--- src/rtl/errgrp_pkg.sv ---
package errgrp_pkg;
   localparam int unsigned STAT_BITS = 32;
   localparam int unsigned GRP_BITS  = 7;

   localparam logic [1:0] A_STAT = 2'd0;
   localparam logic [1:0] A_ENA  = 2'd1;
   localparam logic [1:0] A_GRST = 2'd2;

   localparam logic [31:0] GRP_MASK [GRP_BITS] = '{
      (32'h3F << 10) | (32'h1 << 8),
      (32'h1 << 16) | (32'h1 << 30),
      (32'h1F << 17),
      (32'h1 << 23) | (32'h1 << 24) | (32'h1 << 25) | (32'h1 << 27),
      (32'h1 << 9) | (32'h1 << 26) | (32'h1 << 28),
      (32'h1 << 22) | (32'h1 << 29),
      (32'h1 << 31)
   };

   localparam logic [31:0] FATAL_MASK = (32'hFF << 22) | (32'h1 << 13) | (32'h1 << 14);
   localparam logic [31:0] DUMP_MASK  = (32'hFF << 9) | (32'h1FF << 22);

   function automatic logic [31:0] grp_clear_mask(input logic [GRP_BITS-1:0] sel);
      logic [31:0] m;
      m = '0;
      for (int k = 0; k < GRP_BITS; k++) begin
         if (sel[k]) m = m | GRP_MASK[k];
      end
      return m;
   endfunction
endpackage

--- src/rtl/errgrp_sticky.sv ---
module errgrp_sticky #(
   parameter int unsigned ERR_W = 23
) (
   input  logic             clk,
   input  logic             rst_n,
   input  logic [ERR_W-1:0] evt,
   input  logic [ERR_W-1:0] clr,
   input  logic             multi_clr,
   output logic [ERR_W-1:0] err_q,
   output logic             multi_q
);
   logic multi_set;

   for (genvar i = 0; i < ERR_W; i++) begin : g_bit
      always_ff @(posedge clk or negedge rst_n) begin
         if (!rst_n)      err_q[i] <= 1'b0;
         else if (evt[i]) err_q[i] <= 1'b1;
         else if (clr[i]) err_q[i] <= 1'b0;
      end
   end

   assign multi_set = (|evt) && (|err_q);

   always_ff @(posedge clk or negedge rst_n) begin
      if (!rst_n)         multi_q <= 1'b0;
      else if (multi_set) multi_q <= 1'b1;
      else if (multi_clr) multi_q <= 1'b0;
   end
endmodule

--- src/rtl/errgrp_summary.sv ---
module errgrp_summary
   import errgrp_pkg::*;
#(
   parameter int unsigned STAT_W  = 32,
   parameter bit          IRQ_REG = 1'b1
) (
   input  logic              clk,
   input  logic              rst_n,
   input  logic [STAT_W-1:0] stat,
   input  logic [STAT_W-1:0] ena,
   output logic              irq,
   output logic              fatal,
   output logic              dump
);
   logic irq_next;

   assign irq_next = |(stat & ena);
   assign fatal    = |(stat & FATAL_MASK[STAT_W-1:0]);
   assign dump     = |(stat & DUMP_MASK[STAT_W-1:0]);

   if (IRQ_REG) begin : g_irq_reg
      logic irq_q;
      always_ff @(posedge clk or negedge rst_n) begin
         if (!rst_n) irq_q <= 1'b0;
         else        irq_q <= irq_next;
      end
      assign irq = irq_q;
   end else begin : g_irq_comb
      assign irq = irq_next;
   end
endmodule

--- src/rtl/errgrp_intc.sv ---
module errgrp_intc
   import errgrp_pkg::*;
#(
   parameter int unsigned DEV_LINES = 8,
   parameter int unsigned STAT_W    = 32,
   parameter int unsigned GRP_N     = 7,
   parameter int unsigned ADDR_W    = 2,
   parameter bit          IRQ_REG   = 1'b1,
   localparam int unsigned ERR_W    = STAT_W - DEV_LINES - 1
) (
   input  logic              clk,
   input  logic              rst_n,
   input  logic [DEV_LINES-1:0] dev_line_i,
   input  logic [ERR_W-1:0]  err_evt_i,
   input  logic [ADDR_W-1:0] reg_addr_i,
   input  logic              reg_wen_i,
   input  logic [STAT_W-1:0] reg_wdata_i,
   output logic [STAT_W-1:0] reg_rdata_o,
   output logic              irq_o,
   output logic              fatal_o,
   output logic              dump_o
);
   if (DEV_LINES != 8 || STAT_W != STAT_BITS || GRP_N != GRP_BITS || ADDR_W < 2) begin : g_bad_cfg
      $error("errgrp_intc: unsupported geometry");
   end

   logic [STAT_W-1:0] enable_q;
   logic [STAT_W-1:0] clr_mask;
   logic [STAT_W-1:0] stat_vec;
   logic [ERR_W-1:0]  err_q;
   logic              multi_q;
   logic              ena_wr;
   logic              grp_wr;

   assign ena_wr   = reg_wen_i && (reg_addr_i == ADDR_W'(A_ENA));
   assign grp_wr   = reg_wen_i && (reg_addr_i == ADDR_W'(A_GRST));
   assign clr_mask = grp_wr ? grp_clear_mask(reg_wdata_i[GRP_N-1:0]) : '0;

   always_ff @(posedge clk or negedge rst_n) begin
      if (!rst_n)      enable_q <= '0;
      else if (ena_wr) enable_q <= reg_wdata_i;
   end

   errgrp_sticky #(.ERR_W(ERR_W)) u_sticky (
      .clk       (clk),
      .rst_n     (rst_n),
      .evt       (err_evt_i),
      .clr       (clr_mask[STAT_W-2:DEV_LINES]),
      .multi_clr (clr_mask[STAT_W-1]),
      .err_q     (err_q),
      .multi_q   (multi_q)
   );

   assign stat_vec = {multi_q, err_q, dev_line_i};

   errgrp_summary #(.STAT_W(STAT_W), .IRQ_REG(IRQ_REG)) u_summary (
      .clk   (clk),
      .rst_n (rst_n),
      .stat  (stat_vec),
      .ena   (enable_q),
      .irq   (irq_o),
      .fatal (fatal_o),
      .dump  (dump_o)
   );

   always_comb begin
      reg_rdata_o = '0;
      if (reg_addr_i == ADDR_W'(A_STAT))     reg_rdata_o = stat_vec;
      else if (reg_addr_i == ADDR_W'(A_ENA)) reg_rdata_o = enable_q;
   end
endmodule

--- config.mk ---
export PLATFORM = sky130hd
export DESIGN_NAME = errgrp_intc
export DESIGN_NICKNAME = d
export VERILOG_FILES = /design/src/rtl/errgrp_pkg.sv /design/src/rtl/errgrp_sticky.sv /design/src/rtl/errgrp_summary.sv /design/src/rtl/errgrp_intc.sv
export SDC_FILE = /design/constraint.sdc
export NUM_CORES = 1
export LEC_CHECK = 0
export BUFFER_PORTS_ARGS = -buffer_cell sky130_fd_sc_hd__buf_2
export CAP_MARGIN = 20
export CELL_PAD_IN_SITES_DETAIL_PLACEMENT = 1
export CELL_PAD_IN_SITES_GLOBAL_PLACEMENT = 1
export CORE_UTILIZATION = 34
export DETAILED_ROUTE_END_ITERATION = 10
export PLACE_DENSITY_LB_ADDON = 0.1
export SYNTH_ARGS = -nofsm -noshare
export SYNTH_HDL_FRONTEND = slang
export SYNTH_SLANG_ARGS = --single-unit
--- constraint.sdc ---
create_clock -name clk -period 1.5 [get_ports clk]
set_input_delay 0.075 -clock clk [delete_from_list [all_inputs] [get_ports clk]]
set_output_delay 0.075 -clock clk [all_outputs]
set_load 0.05 [all_outputs]
# Word-level counts from Yosys, hierarchy flattened
# Index checks and enable logic that the tools add are counted.
[op_classes]
n_addsub = 0
multipliers = 0
n_div = 0
n_lt_le_gt_ge = 0
eq_ne = 2
shifts = 0
muxes = 58
bitwise_logic = 1
reduce_logical = 33
[op_table]
columns = ["cell", "n"]
rows = [
  ["$mux W32", 4],
  ["$mux W1", 48],
  ["$reduce_bool A2 Y1", 24],
  ["$reduce_or A23 Y1", 2],
  ["$and A32 B32 Y32", 1],
  ["$reduce_or A32 Y1", 1],
  ["$mux W31", 1],
  ["$mux W30", 1],
  ["$mux W29", 1],
  ["$mux W28", 1],
  ["$mux W22", 1],
  ["$reduce_or A17 Y1", 1],
  ["$mux W16", 1],
  ["$reduce_or A10 Y1", 1],
  ["$logic_and A1 B1 Y1", 3],
  ["$eq A2 B1 Y1 const B", 1],
  ["$eq A2 B2 Y1 const B", 1],
  ["$logic_not A2 Y1", 1],
]
[word_totals]
regBits = 57
latchBits = 0
ramBits = 0
rom_bits = 0
inputBits = 68
out_inout_bits = 35
word_cells = 120
memories = 0

# Longest topological paths before layout
# Gate-level depths: netlist of run 1.
[depth]
word_depth = 10
mapped_depth = 6
mapped_depth_nobuf = 4

# Cells and area by module
# From an unflattened synthesis of run 1, not the netlist that was laid out.
[unflattened]
cells_unflattened = 265
hier_area_um2 = 3076.7
[by_module_without_submodules]
columns = ["mod", "instances", "cells_each", "area_each_um2"]
rows = [
  ["errgrp_intc", 1, 148, 1864.3],
  ["errgrp_sticky", 1, 88, 989.7],
  ["errgrp_summary", 1, 29, 222.7],
]

# Least setup slack after synthesis of run 1
# No wires, ideal clock.
[synth_path]
kind = "register to register"
start = "reg u_sticky.err_q[17]"
end = "reg u_sticky.multi_q"
arrival_ns = 2.068
required_time_ns = 1.375
slack_ns = -0.693
stages_incl_launch_ff = 5
path_buffers = 0
path_cell_list = "dfrtp_1 nor4_1 nand3_1 nand3b_1 o22a_1"
[synth_between]
elab_chain_cells = 3
elab_cells_between_ends = 4
[synth_lines]
columns = ["item", "line_no", "source"]
rows = [
  ["from (decl)", "errgrp_sticky.sv:9", "output logic [ERR_W-1:0] err_q,"],
  ["from (signal, indexed assignment)", "errgrp_sticky.sv:16", "if (!rst_n) err_q[i] <= 1'b0;"],
  ["from (signal, indexed assignment)", "errgrp_sticky.sv:17", "else if (evt[i]) err_q[i] <= 1'b1;"],
  ["from (signal, indexed assignment)", "errgrp_sticky.sv:18", "else if (clr[i]) err_q[i] <= 1'b0;"],
  ["$reduce_or A23 Y1 (*)", "errgrp_sticky.sv:22", "assign multi_set = (|evt) && (|err_q);"],
  ["$logic_and A1 B1 Y1 (*)", "errgrp_sticky.sv:22", ""],
  ["$mux W1 / $reduce_bool A2 Y1 (equally long branches)", "-", ""],
  ["to (signal assigned)", "errgrp_sticky.sv:25", "if (!rst_n) multi_q <= 1'b0;"],
  ["to (signal assigned)", "errgrp_sticky.sv:26", "else if (multi_set) multi_q <= 1'b1;"],
  ["to (signal assigned)", "errgrp_sticky.sv:27", "else if (multi_clr) multi_q <= 1'b0;"],
  ["to (decl)", "errgrp_sticky.sv:10", "output logic multi_q"],
]
# Every way passes the cells marked *; elsewhere a longest branch is shown, timed or not.
# A chain may end at the register's enable or synchronous reset.

# Worst setup path after layout of run 1
[layout_path]
start = "reg u_sticky.err_q[14]"
end = "out dump_o"
[layout_between]
elab_chain_cells = 1
[layout_lines]
columns = ["item", "line_no", "source"]
rows = [
  ["$reduce_or A17 Y1", "errgrp_summary.sv:19", "assign dump = |(stat & DUMP_MASK[STAT_W-1:0]);"],
  ["to (decl)", "errgrp_intc.sv:21", "output logic dump_o"],
]
# Every way passes these cells.

==> results of run 1 <==
-- layout by cell type, fill, tap and decap left out, drive strengths merged --
master,n
bufinv,2
nor2,33
o22a,1
nand3b,2
clkbuf,9
nor3,2
a21boi,1
nand2,6
a22oi,16
nand4,4
mux2i,32
and4,1
buf,127
or4,3
a21o,23
dfrtp,57
clkinv,5
mux2,32
nand3,2
and3b,1
nor4,8
dlygate4sd3,55
-- metrics by stage --
stage          std cells  instance area [um^2]
2_1_floorplan        236                  2800
3_3_place_gp         449                  3570
5_1_grt              524                  4420
3_5_place_dp         449                  3570
6_report             524                  4420
4_1_cts              523                  4380
-- kinds of logic (layout without fill, tap and decap cells) --
group / after synthesis / count (layout) / share of synthesized area, %
simple gates: 62 / 62 / 10.7
buf+inv: 12 / 198 / 2.34
compound gates: 41 / 41 / 11.2
flops: 57 / 57 / 51.3
mux: 64 / 64 / 24.5
-- registers in the layout, indices dropped and copies added, names as in the netlist --
register	cells
u_summary.irq	1
u_sticky.err_q	23
u_sticky.multi_q	1
enable_q	32
-- Yosys cell counts --
cell type | number | area (um^2)
dfrtp_1 | 57 | 1430
nor2_1 | 33 | 124
mux2_2 | 32 | 360
mux2i_1 | 32 | 320
a21o_1 | 23 | 173
a22oi_1 | 16 | 120
nor4_1 | 8 | 50.1
buf_2 | 7 | 35.0
nand2_1 | 6 | 22.5
nand4_1 | 4 | 25.0
clkbuf_1 | 3 | 11.3
or4_1 | 3 | 22.5
nand3_1 | 2 | 10.0
nand3b_1 | 2 | 15.0
nor3_1 | 2 | 10.0
a21boi_2 | 1 | 11.3
and3b_1 | 1 | 8.76
and4_1 | 1 | 8.76
buf_4 | 1 | 7.51
buf_6 | 1 | 11.3
o22a_1 | 1 | 8.76
-- repair_timing --
action	in CTS	in global routing
setup endpoints to repair	3	4
hold buffers	55	0
resized for setup	7	9
cloned	0	0
pin swaps	3	4
setup buffers	3	2
hold endpoints to repair	71	0
-- metal layers --
layer / vias to the layer above / global-route usage [%] / routed length, um
met5: - / 0 / 0
met4: 0 / 6.64 / 124
met3: 11 / 5.25 / 376
met2: 65 / 41.9 / 4870
met1: 1262 / 26.5 / 3810
li1: 1234 / - / -
-- power breakdown --
| group | total (uW) | internal [uW] | switching [uW] |
|---|---|---|---|
| Clock | 1540 | 919 | 623 |
| Sequential | 1880 | 1720 | 154 |
| Combinational | 1210 | 530 | 677 |
-- worst register-to-register path: cells and delay by family (launching register included) --
family / cells / cell delay (ns)
AOI/OAI and AO/OA: 1 / 0.17
buffers and inverters: 1 / 0.17
DFF: 1 / 0.43
and+or+nand+nor: 3 / 0.70
-- worst paths after layout --
kind | from | end | slack, ns
setup / recovery | u_sticky.err_q[14] | dump_o | -0.24
hold / removal | reg_wdata_i[1] | enable_q[1] | 0.02
setup reg to reg | u_sticky.err_q[14] | u_sticky.multi_q | -0.09
hold reg to reg | enable_q[11] | enable_q[11] | 0.54
max in group asynchronous | rst_n | u_sticky.err_q[21] | 0.75
min in group asynchronous | rst_n | enable_q[12] | 0.24
-- layout make-up --
cell class | instances | area share (%)
clock buffers | 9 | 2.81
multi-input cells | 167 | 30.3
flip-flops and latches | 57 | 32.4
clock inverters | 7 | 1.93
repair buffers | 182 | 29.7
well taps | 102 | 2.89
==> flow_metrics.env, run 1 <==
export IMPL_cts_num_sinks=57
export IMPL_ys_seq_area_share_pct=51.3
export IMPL_area_growth_pct=58.7
export IMPL_drt_initial_drc_count=65
export IMPL_grt_usage_pct=22.9
export IMPL_grt_pass1_wl_mm=14.7
export IMPL_fin_nets=485
export IMPL_cap_viol_max_count=0
export IMPL_start_util_pct=35.6
export IMPL_die_width_um=92.4
export IMPL_grt_antenna_before_repair=0
export IMPL_ys_warn_count=0
export IMPL_regArea_um2=1430
export IMPL_critical_path_top_delay_family="simple AND/OR/NAND/NOR gates"
export IMPL_grt_max_degree=33
export IMPL_min_path_cells=2
export IMPL_setup_viol=3
export IMPL_final_util_pct=56.6
export IMPL_synth_fp_nets=304
export IMPL_wl_per_cell_um=17.5
export IMPL_hp_class="in -> reg"
export IMPL_antenna_cells=0
export IMPL_slew_viol_final=0
export IMPL_synth_cell_types=21
export IMPL_pre_cts_ws_ns=-0.0649
export IMPL_cts_buffer_depth=2
export IMPL_worst_pin_slew_ns=0.587
export IMPL_cp_cell_sequence="nor4_4, nand3_2, nand3b_1, buf_6"
export IMPL_worst_path_largest_cell_delay_ns=0.43
export IMPL_die_area_um2=8550
export IMPL_layout_min_cycle_time_ns=1.74
export IMPL_power_density_nw_per_um2=1050
export IMPL_synth_seq_cells=57
export IMPL_drt_pass1_iterations=4
export IMPL_vdd_drop_max_mv=0.709
export IMPL_critPathKind="reg -> out"
export IMPL_max_slew_margin_pct=60.8
export IMPL_grt_pass1_vias=2888
export IMPL_syn_area_per_cell_um2=11.8
export IMPL_wl_mm=9.18
export IMPL_status="finished with violations"
export IMPL_hold_viol=0
export IMPL_die_y_um=92.4
export IMPL_cellLeakagePower_uw=0.00206
export IMPL_cp_max_fo=2
export IMPL_critical_path_arrival_ns=1.67
export IMPL_cts_root_buffer="clkbuf_8"
export IMPL_synthCells=236
export IMPL_multi_input_comb_area_um2=1340
export IMPL_drcViolationCount=0
export IMPL_cts_buffers=9
export IMPL_cp_num_buf_inv=1
export IMPL_critPathLaunchType="flop"
export IMPL_fin_ws_ns=-0.240
export IMPL_critPathRequiredTime_ns=1.42
export IMPL_h_tree_depth=3
export IMPL_n_fill_cell=860
export IMPL_routabilityCongestion=0.821
export IMPL_post_route_period_util_pct=116
export IMPL_core_area_um2=7810
export IMPL_io_pins=103
export IMPL_row_count=32
export IMPL_finalPower_uw=4630
export IMPL_clock_latency_ns=0.34
export IMPL_cts_tree="done"
export IMPL_grt_overflow=0
export IMPL_synth_area_um2=2780
export IMPL_ant_nets=0
export IMPL_cp_end_kind="output port"
export IMPL_hpwl_mm=6.29
export IMPL_skew_ns=0.00558
export IMPL_clkTransAtPathRegs_ns=0.06
export IMPL_slowest_stage="dfrtp_2"
export IMPL_violations="negative setup slack"
export IMPL_vias=2572
export IMPL_final_setup_tns_ns=-0.441
export IMPL_crit_cells=4
export IMPL_reg2reg_depth=5
export IMPL_hold_ws_ns=0.0177
export IMPL_portBuffers=102
export IMPL_max_freq_ghz=0.575
export IMPL_via_per_inst=4.91
export IMPL_layout_drive_gt1_share_pct=43.8
export IMPL_rsz0062_at_grt="yes"
Power figures use the tool's default switching activity.
==> inputs of run 2 (changes only) <==
--- a/config.mk
+++ b/config.mk
@@ -9,7 +9,7 @@
 export CAP_MARGIN = 20
 export CELL_PAD_IN_SITES_DETAIL_PLACEMENT = 1
 export CELL_PAD_IN_SITES_GLOBAL_PLACEMENT = 1
-export CORE_UTILIZATION = 34
+export CORE_UTILIZATION = 38
 export DETAILED_ROUTE_END_ITERATION = 10
 export PLACE_DENSITY_LB_ADDON = 0.1
 export SYNTH_ARGS = -nofsm -noshare
==> constraint.sdc (replaced) <==
create_clock -name clk -period 1.99 [get_ports clk]
set_input_delay 0.0995 -clock clk [delete_from_list [all_inputs] [get_ports clk]]
set_output_delay 0.0995 -clock clk [all_outputs]
set_load 0.05 [all_outputs]
==> flow_metrics.env, run 2 (synthesized netlist as in run 1, its figures left out) <==
export IMPL_die_width_um=87.6
export IMPL_cts_root_buffer="clkbuf_8"
export IMPL_multi_input_comb_area_um2=1310
export IMPL_critPathKind="reg -> out"
export IMPL_fin_nets=455
export IMPL_wl_met2_mm=4.43
export IMPL_via_per_inst=5.17
export IMPL_wl_met1_mm=4.17
export IMPL_reg2reg_depth=3
export IMPL_min_to="enable_q[31]"
export IMPL_grt_pass1_wl_mm=14.4
export IMPL_grt_antenna_before_repair=0
export IMPL_layout_common_cells="102 x buf_2, 57 x dfrtp_1, 41 x dlygate4sd3_1"
export IMPL_routabilityCongestion=0.750
export IMPL_clkTransAtPathRegs_ns=0.07
export IMPL_rrSetupSlack_ns=0.38
export IMPL_cts_buffer_depth=2
export IMPL_grt_usage_pct=25.5
export IMPL_slew_viol_final=0
export IMPL_max_freq_ghz=0.554
export IMPL_die_area_um2=7670
export IMPL_cp_cell_sequence="nor4_2, nand3_2, nand3b_1, buf_2"
export IMPL_cts_buffers=9
export IMPL_critPathLaunchType="flop"
export IMPL_n_fill_cell=768
export IMPL_cp_num_buf_inv=1
export IMPL_vias=2525
export IMPL_worst_pin_slew_ns=0.379
export IMPL_io_pins=103
export IMPL_cts_num_sinks=57
export IMPL_postCtsSetupBuffers=0
export IMPL_worst_path_largest_cell_delay_ns=0.44
export IMPL_drcViolationCount=0
export IMPL_cts_tree="done"
export IMPL_fin_cells=488
export IMPL_h_tree_depth=3
export IMPL_clock_latency_ns=0.32
export IMPL_regMostFlops="enable_q"
export IMPL_placed_cells=431
export IMPL_vdd_drop_max_mv=0.385
export IMPL_max_slew_margin_pct=74.5
export IMPL_critical_path_arrival_ns=1.71
export IMPL_setup_viol=0
export IMPL_final_setup_tns_ns=0
export IMPL_post_route_period_util_pct=90.8
export IMPL_critPathRequiredTime_ns=1.89
export IMPL_timing_rr_end="u_sticky.multi_q"
export IMPL_antenna_cells=0
export IMPL_final_common_cell="buf_2"
export IMPL_holdCritStartpoint="reg_wdata_i[31]"
export IMPL_rsz0062_at_grt="no"
export IMPL_status="complete, no violations"
export IMPL_largest_register_ffs=32
export IMPL_min_path_cells=2
export IMPL_hp_class="in -> reg"
export IMPL_area_growth_pct=46.2
export IMPL_wl_per_cell_um=18.8
export IMPL_cp_max_fo=4
export IMPL_cap_viol_max_count=0
export IMPL_r2r_start="u_sticky.err_q[13]"
export IMPL_hpwl_mm=6.54
export IMPL_drt_initial_drc_count=81
export IMPL_grt_max_degree=28
export IMPL_slowest_stage="dfrtp_1"
export IMPL_skew_ns=0.00837
export IMPL_row_count=30
export IMPL_layout_min_cycle_time_ns=1.81
export IMPL_final_util_pct=58.5
export IMPL_portBuffers=102
export IMPL_cp_end_kind="output port"
export IMPL_ant_nets=0
export IMPL_wl_mm=9.18
export IMPL_grt_pass1_vias=2691
export IMPL_start_util_pct=40.1
export IMPL_power_density_nw_per_um2=851
export IMPL_routed_wl_met3_um=475
export IMPL_regArea_um2=1430
export IMPL_maxUsedRoutingLayer="met4"
export IMPL_layout_drive_gt1_share_pct=41.3
export IMPL_die_y_um=87.6
export IMPL_drt_pass1_iterations=5
export IMPL_grt_overflow=0
export IMPL_hold_viol=0
export IMPL_top_regs="enable_q (32), u_sticky.err_q (23)"
export IMPL_cellLeakagePower_uw=0.00187
export IMPL_critical_path_top_delay_family="simple AND/OR/NAND/NOR gates"
export IMPL_core_area_um2=6940
run 2: cell types whose count changed in the layout (fill, tap and decap cells not counted), sizes merged:
cell	delta
buf	-16
dlygate4sd3	-14
clkinv	-2
clkbuf	+1
clkinvlp	+1
run 2: area by class of cell:
cell class	instances	area share (%)
multi-input cells	167	32.2
repair buffers	152	24.6
clock buffers	10	3.14
well taps	96	2.95
flip-flops and latches	57	35.1
clock inverters	6	2.03
run 2: power by group:
part	switching [uW]	internal, uW	total, uW
combinational	501	358	858
clock	479	699	1180
sequential	126	1300	1420
run 2: worst max-delay path by stage:
stage                        from               end  slack (ns)  cells after the start
2_1_floorplan  u_sticky.err_q[21]  u_sticky.multi_q       -0.03                      4
3_3_place_gp   u_sticky.err_q[13]  u_sticky.multi_q        0.42                      3
3_5_place_dp   u_sticky.err_q[13]  u_sticky.multi_q        0.40                      3
4_1_cts        u_sticky.err_q[17]            dump_o        0.16                      4
5_1_grt        u_sticky.err_q[17]            dump_o        0.06                      4
6_report       u_sticky.err_q[16]            dump_o        0.18                      4
run 2: worst reg2reg max path: cells and delay by family, from the launching register on:
kind / cells / cell delay [ns]
and+or+nand+nor: 2 / 0.92
DFF: 1 / 0.41
AOI/OAI and AO/OA: 1 / 0.17
run 2: layer usage:
layer,vias to the layer above,global-route usage [%]
li1,1172,-
met5,-,0
met3,10,6.03
met4,0,7.60
met1,1253,35.3
met2,90,40.1
run 2: timing repair:
| action | in CTS | in global routing |
|---|---|---|
| hold endpoints to repair | 90 | 1 |
| gates resized for setup | 0 | 0 |
| hold buffers | 40 | 1 |
| endpoints found under the setup margin | 0 | 0 |
run 2: stage by stage:
stage                     area [um^2]  hold slack, ns  setup WS, ns  total power [uW]
after floorplan                  2800          -0.196       -0.0344              1950
after global placement           3440         -0.0250         0.420              2220
after detailed placement         3440         -0.0184         0.402              2240
after CTS                        4060         0.00138         0.155              3480
after global routing             4070        0.000931        0.0598              3640
final                            4070          0.0159         0.184              3460
